## src/rtl/dafilt_pkg.sv

```systemverilog
package dafilt_pkg;
  localparam int BYTE_W    = 8;
  localparam int MAC_BYTES = 6;
  localparam int MAC_W     = MAC_BYTES * BYTE_W;
  localparam int HASH_W    = 6;
  localparam int REG_W     = 32;
  localparam int NSLOT     = 8;

  // register slot numbers (byte offset / 4)
  localparam int SLOT_STA_LO = 0;
  localparam int SLOT_STA_HI = 1;
  localparam int SLOT_STB_LO = 2;
  localparam int SLOT_STB_HI = 3;
  localparam int SLOT_GRP_LO = 4;
  localparam int SLOT_GRP_HI = 5;
  localparam int SLOT_HOLE   = 6;
  localparam int SLOT_CTRL   = 7;

  // control bit positions
  localparam int CB_STA   = 0;
  localparam int CB_STB   = 1;
  localparam int CB_INDIV = 2;
  localparam int CB_BCAST = 3;

  typedef logic [MAC_W-1:0] mac_t;

  typedef struct packed {
    mac_t                 sta_a;
    mac_t                 sta_b;
    logic [2*REG_W-1:0]   grp;
    logic [3:0]           ctrl;
  } filt_cfg_t;

  // Spread one byte over the 6-bit hash, starting at position rot.
  function automatic logic [HASH_W-1:0] fold_byte(input logic [BYTE_W-1:0] b,
                                                  input int rot);
    logic [HASH_W-1:0] h;
    logic [2:0]        p;
    h = '0;
    for (int k = 0; k < BYTE_W; k++) begin
      p    = 3'((rot + k) % HASH_W);
      h[p] = h[p] ^ b[k];
    end
    return h;
  endfunction
endpackage

```

## src/rtl/dafilt_regs.sv

```systemverilog
module dafilt_regs
  import dafilt_pkg::*;
#(
  parameter int REG_AW = 5
) (
  input  logic               clk,
  input  logic               rst,
  input  logic               we,
  input  logic [REG_AW-1:0]  addr,
  input  logic [REG_W-1:0]   wdata,
  output logic [REG_W-1:0]   rdata,
  output filt_cfg_t          cfg
);
  localparam int IDX_W = REG_AW - 2;

  logic [REG_W-1:0] slot_q [NSLOT];
  logic [IDX_W-1:0] idx;
  logic             mapped;
  logic [2:0]       sel;

  assign idx    = addr[REG_AW-1:2];
  assign sel    = idx[2:0];
  assign mapped = (idx < IDX_W'(SLOT_HOLE)) || (idx == IDX_W'(SLOT_CTRL));

  always_ff @(posedge clk) begin
    if (rst) begin
      for (int i = 0; i < NSLOT; i++) slot_q[i] <= '0;
      rdata <= '0;
    end else begin
      if (we && mapped) slot_q[sel] <= wdata;
      rdata <= mapped ? slot_q[sel] : '0;
    end
  end

  assign cfg.sta_a = {slot_q[SLOT_STA_HI][15:0], slot_q[SLOT_STA_LO]};
  assign cfg.sta_b = {slot_q[SLOT_STB_HI][15:0], slot_q[SLOT_STB_LO]};
  assign cfg.grp   = {slot_q[SLOT_GRP_HI], slot_q[SLOT_GRP_LO]};
  assign cfg.ctrl  = slot_q[SLOT_CTRL][3:0];
endmodule

```

## src/rtl/dafilt_capture.sv

```systemverilog
module dafilt_capture
  import dafilt_pkg::*;
#(
  parameter int MIN_FRAME = 12   // must exceed MAC_BYTES
) (
  input  logic               clk,
  input  logic               rst,
  input  logic               in_valid,
  input  logic [BYTE_W-1:0]  in_data,
  input  logic               in_sof,
  input  logic               in_eof,
  output logic               take_sof,
  output logic               fire_full,
  output logic               fire_short,
  output mac_t               da,
  output logic [HASH_W-1:0]  hash
);
  localparam int CNT_W = $clog2(MIN_FRAME + 1);

  logic [CNT_W-1:0]  cnt_q, nxt;
  logic              busy_q, live;
  logic [HASH_W-1:0] hash_q, hash_d;
  mac_t              da_q;

  assign live       = in_valid && (in_sof || busy_q);
  assign nxt        = in_sof ? CNT_W'(1) : cnt_q + CNT_W'(1);
  assign take_sof   = in_valid && in_sof;
  assign fire_full  = live && (nxt == CNT_W'(MIN_FRAME));
  assign fire_short = live && in_eof && (nxt < CNT_W'(MIN_FRAME));

  always_comb begin
    hash_d = in_sof ? '0 : hash_q;
    for (int g = 0; g < MAC_BYTES; g++)
      if (nxt == CNT_W'(g + 1)) hash_d = hash_d ^ fold_byte(in_data, (2 * g) % HASH_W);
  end

  always_ff @(posedge clk) begin
    if (rst) begin
      cnt_q  <= '0;
      busy_q <= 1'b0;
      hash_q <= '0;
    end else if (live) begin
      cnt_q  <= nxt;
      busy_q <= !(fire_full || in_eof);
      hash_q <= hash_d;
    end
  end

  for (genvar g = 0; g < MAC_BYTES; g++) begin : g_slot
    always_ff @(posedge clk) begin
      if (rst) da_q[BYTE_W*g +: BYTE_W] <= '0;
      else if (live && nxt == CNT_W'(g + 1)) da_q[BYTE_W*g +: BYTE_W] <= in_data;
    end
  end

  assign da   = da_q;
  assign hash = hash_q;
endmodule

```

## src/rtl/dafilt_decide.sv

```systemverilog
module dafilt_decide
  import dafilt_pkg::*;
(
  input  logic               clk,
  input  logic               rst,
  input  filt_cfg_t          cfg,
  input  logic               take_sof,
  input  logic               fire_full,
  input  logic               fire_short,
  input  mac_t               da,
  input  logic [HASH_W-1:0]  hash,
  output logic               dec_valid,
  output logic               dec_accept
);
  filt_cfg_t snap_q;
  logic      hit_a, hit_b, hit_bc, hit_grp, hit;

  always_ff @(posedge clk) begin
    if (rst) snap_q <= '0;
    else if (take_sof) snap_q <= cfg;
  end

  assign hit_a   = snap_q.ctrl[CB_STA] && (da == snap_q.sta_a);
  assign hit_b   = snap_q.ctrl[CB_STB] && (da == snap_q.sta_b);
  assign hit_bc  = snap_q.ctrl[CB_BCAST] && (&da);
  assign hit_grp = (da[0] || snap_q.ctrl[CB_INDIV]) && snap_q.grp[hash];
  assign hit     = hit_a || hit_b || hit_bc || hit_grp;

  always_ff @(posedge clk) begin
    if (rst) begin
      dec_valid  <= 1'b0;
      dec_accept <= 1'b0;
    end else begin
      dec_valid  <= fire_full || fire_short;
      dec_accept <= fire_full && hit;
    end
  end
endmodule

```

## src/rtl/dafilt_top.sv

```systemverilog
module dafilt_top
  import dafilt_pkg::*;
#(
  parameter int REG_AW    = 5,
  parameter int MIN_FRAME = 12
) (
  input  logic               clk,
  input  logic               rst,
  input  logic               reg_we,
  input  logic [REG_AW-1:0]  reg_addr,
  input  logic [31:0]        reg_wdata,
  output logic [31:0]        reg_rdata,
  input  logic               rx_valid,
  input  logic [7:0]         rx_data,
  input  logic               rx_sof,
  input  logic               rx_eof,
  output logic               dec_valid,
  output logic               dec_accept
);
  filt_cfg_t         cfg;
  logic              take_sof, fire_full, fire_short;
  mac_t              da;
  logic [HASH_W-1:0] hash;

  dafilt_regs #(.REG_AW(REG_AW)) regs_i (
    .clk(clk), .rst(rst), .we(reg_we), .addr(reg_addr),
    .wdata(reg_wdata), .rdata(reg_rdata), .cfg(cfg)
  );

  dafilt_capture #(.MIN_FRAME(MIN_FRAME)) cap_i (
    .clk(clk), .rst(rst), .in_valid(rx_valid), .in_data(rx_data),
    .in_sof(rx_sof), .in_eof(rx_eof), .take_sof(take_sof),
    .fire_full(fire_full), .fire_short(fire_short), .da(da), .hash(hash)
  );

  dafilt_decide dec_i (
    .clk(clk), .rst(rst), .cfg(cfg), .take_sof(take_sof),
    .fire_full(fire_full), .fire_short(fire_short), .da(da), .hash(hash),
    .dec_valid(dec_valid), .dec_accept(dec_accept)
  );
endmodule

```

## config.mk

```make
export PLATFORM = sky130hd
export DESIGN_NAME = dafilt_top
export DESIGN_NICKNAME = d
export VERILOG_FILES = /design/src/rtl/dafilt_pkg.sv /design/src/rtl/dafilt_regs.sv /design/src/rtl/dafilt_capture.sv /design/src/rtl/dafilt_decide.sv /design/src/rtl/dafilt_top.sv
export SDC_FILE = /design/constraint.sdc
export NUM_CORES = 1
export LEC_CHECK = 0
export BUFFER_PORTS_ARGS = -buffer_cell sky130_fd_sc_hd__clkbuf_2
export CORE_MARGIN = 5
export CORE_UTILIZATION = 46
export CTS_CLUSTER_SIZE = 20
export DETAILED_ROUTE_END_ITERATION = 10
export PLACE_DENSITY = 0.68
export SLEW_MARGIN = 15
export SYNTH_ARGS = -nofsm -noshare
export SYNTH_HDL_FRONTEND = slang
export SYNTH_SLANG_ARGS = --single-unit
```

## constraint.sdc

```tcl
create_clock -name clk -period 5.1 [get_ports clk]
set_input_delay 0.255 -clock clk [delete_from_list [all_inputs] [get_ports clk]]
set_output_delay 0.255 -clock clk [all_outputs]
set_load 0.02 [all_outputs]
```

==> reports/results.txt <==
Overall power = 9.50 mW
Max_cap viols = 0
Worst path max stage delay = 580 ps
Crit path capture type = flip-flop
GRT Util Overall = 23.4%
EDFF count, synth = 251
Total placed cells including tap cells = 2578
Starting Density = 46.6%
Core area = 0.0468 mm²
CTS max path bufs = 3
Post-synthesis sequential area ratio = 58.2%
TritonCTS buffer count = 52
Detailed Route Iter0 Violations = 1512
Die area = 0.0518 mm²
Synth-to-Final Area Change = 13.3%
CP max-delay cell = dfxtp_1
CTS HTree Levels = 2
Syn Inst Count = 1971
Largest net degree at the start of global routing = 98
Reg clk slew, reported paths = 60 ps
Core Rows = 79
Maximum vdd drop = 0.284 mV
Worst path cell trace = ha_1, nor2b_1, a211oi_4, nor3_1, nand2b_1, a222oi_1, or3_1, a31oi_1
Vias post-DR = 15234
RSZ-0062 raised after global routing = false
Yosys Warn Count = 0
Crit path time final = 2940 ps
Vias in the first global route = 15215
Worst path arrival time = 3450 ps
Initial antenna violation count = 0
Reg2Reg Setup Slack = 2160 ps
Postcts setup bufs = 0
Status = finished, final reports clean
Leak pwr = 9.05 nW
Asr flop ratio synth = 0%
First-pass DRT Iterations = 7
Worst-Margin Slew = 1110 ps
Startpoint Class = flip-flop
Root buffer cell = clkbuf_16
Drt drc = 0
Fin. max-slew vios = 0
HP Class = in2reg
Pwr Density = 384 mW/mm²
Synthesized area = 0.0218 mm²
Seq cells post-synth = 508
Die height = 228 µm
Clk sinks = 508
Worst-path fanout max = 12
Final hold vios = 0
Post-route ant nets = 0
# IOs = 85
Max_slew headroom = 25.6%
WP buf/inv = 0
Fin Setup TNS = 0 ps
CP delay by family, top = simple AND/OR/NAND/NOR gates
Nets@finish = 2085
Final setup skew = 22.3 ps
Final Non-Filler Cells = 2685
Syn avg cell area = 11.1 µm²
First-pass GRT wire length = 93.6 mm
DP HPWL = 39.9 mm
Crit Path Class = reg2reg
Final period util = 57.6%
Global route overflow = 0
GP Congestion = 0.922
DIE WIDTH = 228 µm
Top_reg_cell synth = dfxtp_1
Vias per std cell = 5.67
Distinct cell type count after synthesis = 62
Reg2reg path depth = 8
FMAX = 340 MHz
Clk_lat worst skew = 600 ps
Routed len/inst = 23.2 µm
Post-Route WL = 62.3 mm
Port Buffers = 82
Worst hold stages = 2
CP Data Required Time = 5620 ps
# setup viols final = 0
CTS tree = yes
Critical path depth = 8
Share of cells above drive strength 1 = 14.0%
per-layer routing:
layer | wire length (µm) | track usage (%) | vias to the layer above
met1 | 26800 | 33.1 | 7604
met2 | 28700 | 36.8 | 579
met4 | 2000 | 7.92 | 0
met5 | 0 | 0 | -
li1 | - | - | 6949
met3 | 4830 | 4.15 | 102
cells in the mapped netlist (25+ instances only):
cell type	instances	area share [%]
nand4_1	31	0.89
nand2_1	369	6.4
inv_1	25	0.43
mux2i_1	78	3.6
a21oi_1	194	4.5
clkbuf_1	102	1.8
nor2_1	102	1.8
edfxtp_1	251	35
xnor2_1	66	2.7
and2_1	228	6.5
dfxtp_1	257	24
mux4_2	70	7.2
worst paths after layout:
path                          from             endpoint
setup / recovery    cap_i.cnt_q[0]        cap_i.hash[0]
hold / removal        reg_wdata[9]  regs_i.slot_q[2][9]
setup reg to reg    cap_i.cnt_q[0]        cap_i.hash[0]
hold reg to reg   dec_i.snap_q[54]     dec_i.snap_q[54]
worst register-to-register path: stages, from the launching register on:
cell	delay [ps]
dfxtp_1	580
ha_1	420
nor2b_1	380
a211oi_4	90
nor3_1	420
nand2b_1	220
a222oi_1	150
or3_1	400
a31oi_1	180
power by group:
part           internal [mW]  switching [mW]  total, mW  leakage [nW]
Clock                   2.45            1.62       4.07         0.889
Combinational          0.289           0.479      0.768          3.65
Sequential              4.51           0.152       4.66          4.51
state kept, by name, summed over array words and instances (netlist names):
| register | cells |
|---|---|
| cap_i.busy_q | 1 |
| cap_i.cnt_q | 4 |
| cap_i.da | 48 |
| cap_i.hash | 6 |
| dec_i.dec_accept | 1 |
| dec_i.dec_valid | 1 |
| dec_i.snap_q | 164 |
| regs_i.rdata | 32 |
| regs_i.slot_q | 251 |
metrics by stage:
| stage | area, µm² | hold slack, ps | setup slack [ps] | utilization [%] |
|---|---|---|---|---|
| final | 24700 | 28.4 | 2160 | 52.9 |
| after CTS | 24700 | 1.87 | 2220 | 52.8 |
| after floorplan | 21900 | 413 | 2820 | - |
| after detailed placement | 22800 | 447 | 1920 | 48.7 |
| after global routing | 24700 | 29.8 | 2010 | 52.8 |
| after global placement | 22800 | 440 | 1950 | 48.7 |
layout by cell type, fill, tap and decap left out, types with 5 or more instances in the layout:
cell and instances:
edfxtp_1 251, a31oi_1 5, nor2_2 5, a21oi_1 194, bufinv_16 9, clkinv_1 5
buf_4 21, nand3_1 15, or2_2 9, clkinv_2 11, a22oi_1 9, nor2_1 97
dfxtp_1 257, xnor2_1 66, clkinvlp_4 6, a222oi_1 5, nand2_1 368, and2_1 228
mux4_2 70, nor2b_1 5, mux2i_1 78, clkbuf_16 54, nor4_1 11, nor3_1 15
o21ai_0 19, conb_1 27, dlygate4sd3_1 7, nand4_1 31, xor2_1 20, clkbuf_2 79
o22ai_1 5, clkbuf_8 5, inv_1 25, clkbuf_1 8
final cells by class:
cell class,instances,area [µm²]
fill,4031,22000
timing repair buffer,111,682
clock buffer,66,1440
multi-input combinational,1335,8650
sequential,508,12700
tap,607,759
antenna,1,2.50
inverter,25,93.8
clock inverter,32,405
kinds of logic (layout without fill, tap and decap cells):
family,count (synthesis),in the layout,share of synthesized area [%]
simple gates,809,809,17.8
compound gates,263,263,6.79
buf+inv,154,234,2.80
other cells,1,28,0.0172
mux,148,148,10.8
fa+ha+maj,1,1,0.0574
xor+xnor,87,87,3.56
flops,508,508,58.2
what timing repair did:
item                       in CTS  in global routing
hold buffers                    7                  0
resized for setup               0                  0
hold endpoints to repair       21                  0
setup endpoints to repair       0                  0
Power figures use the tool's default switching activity.
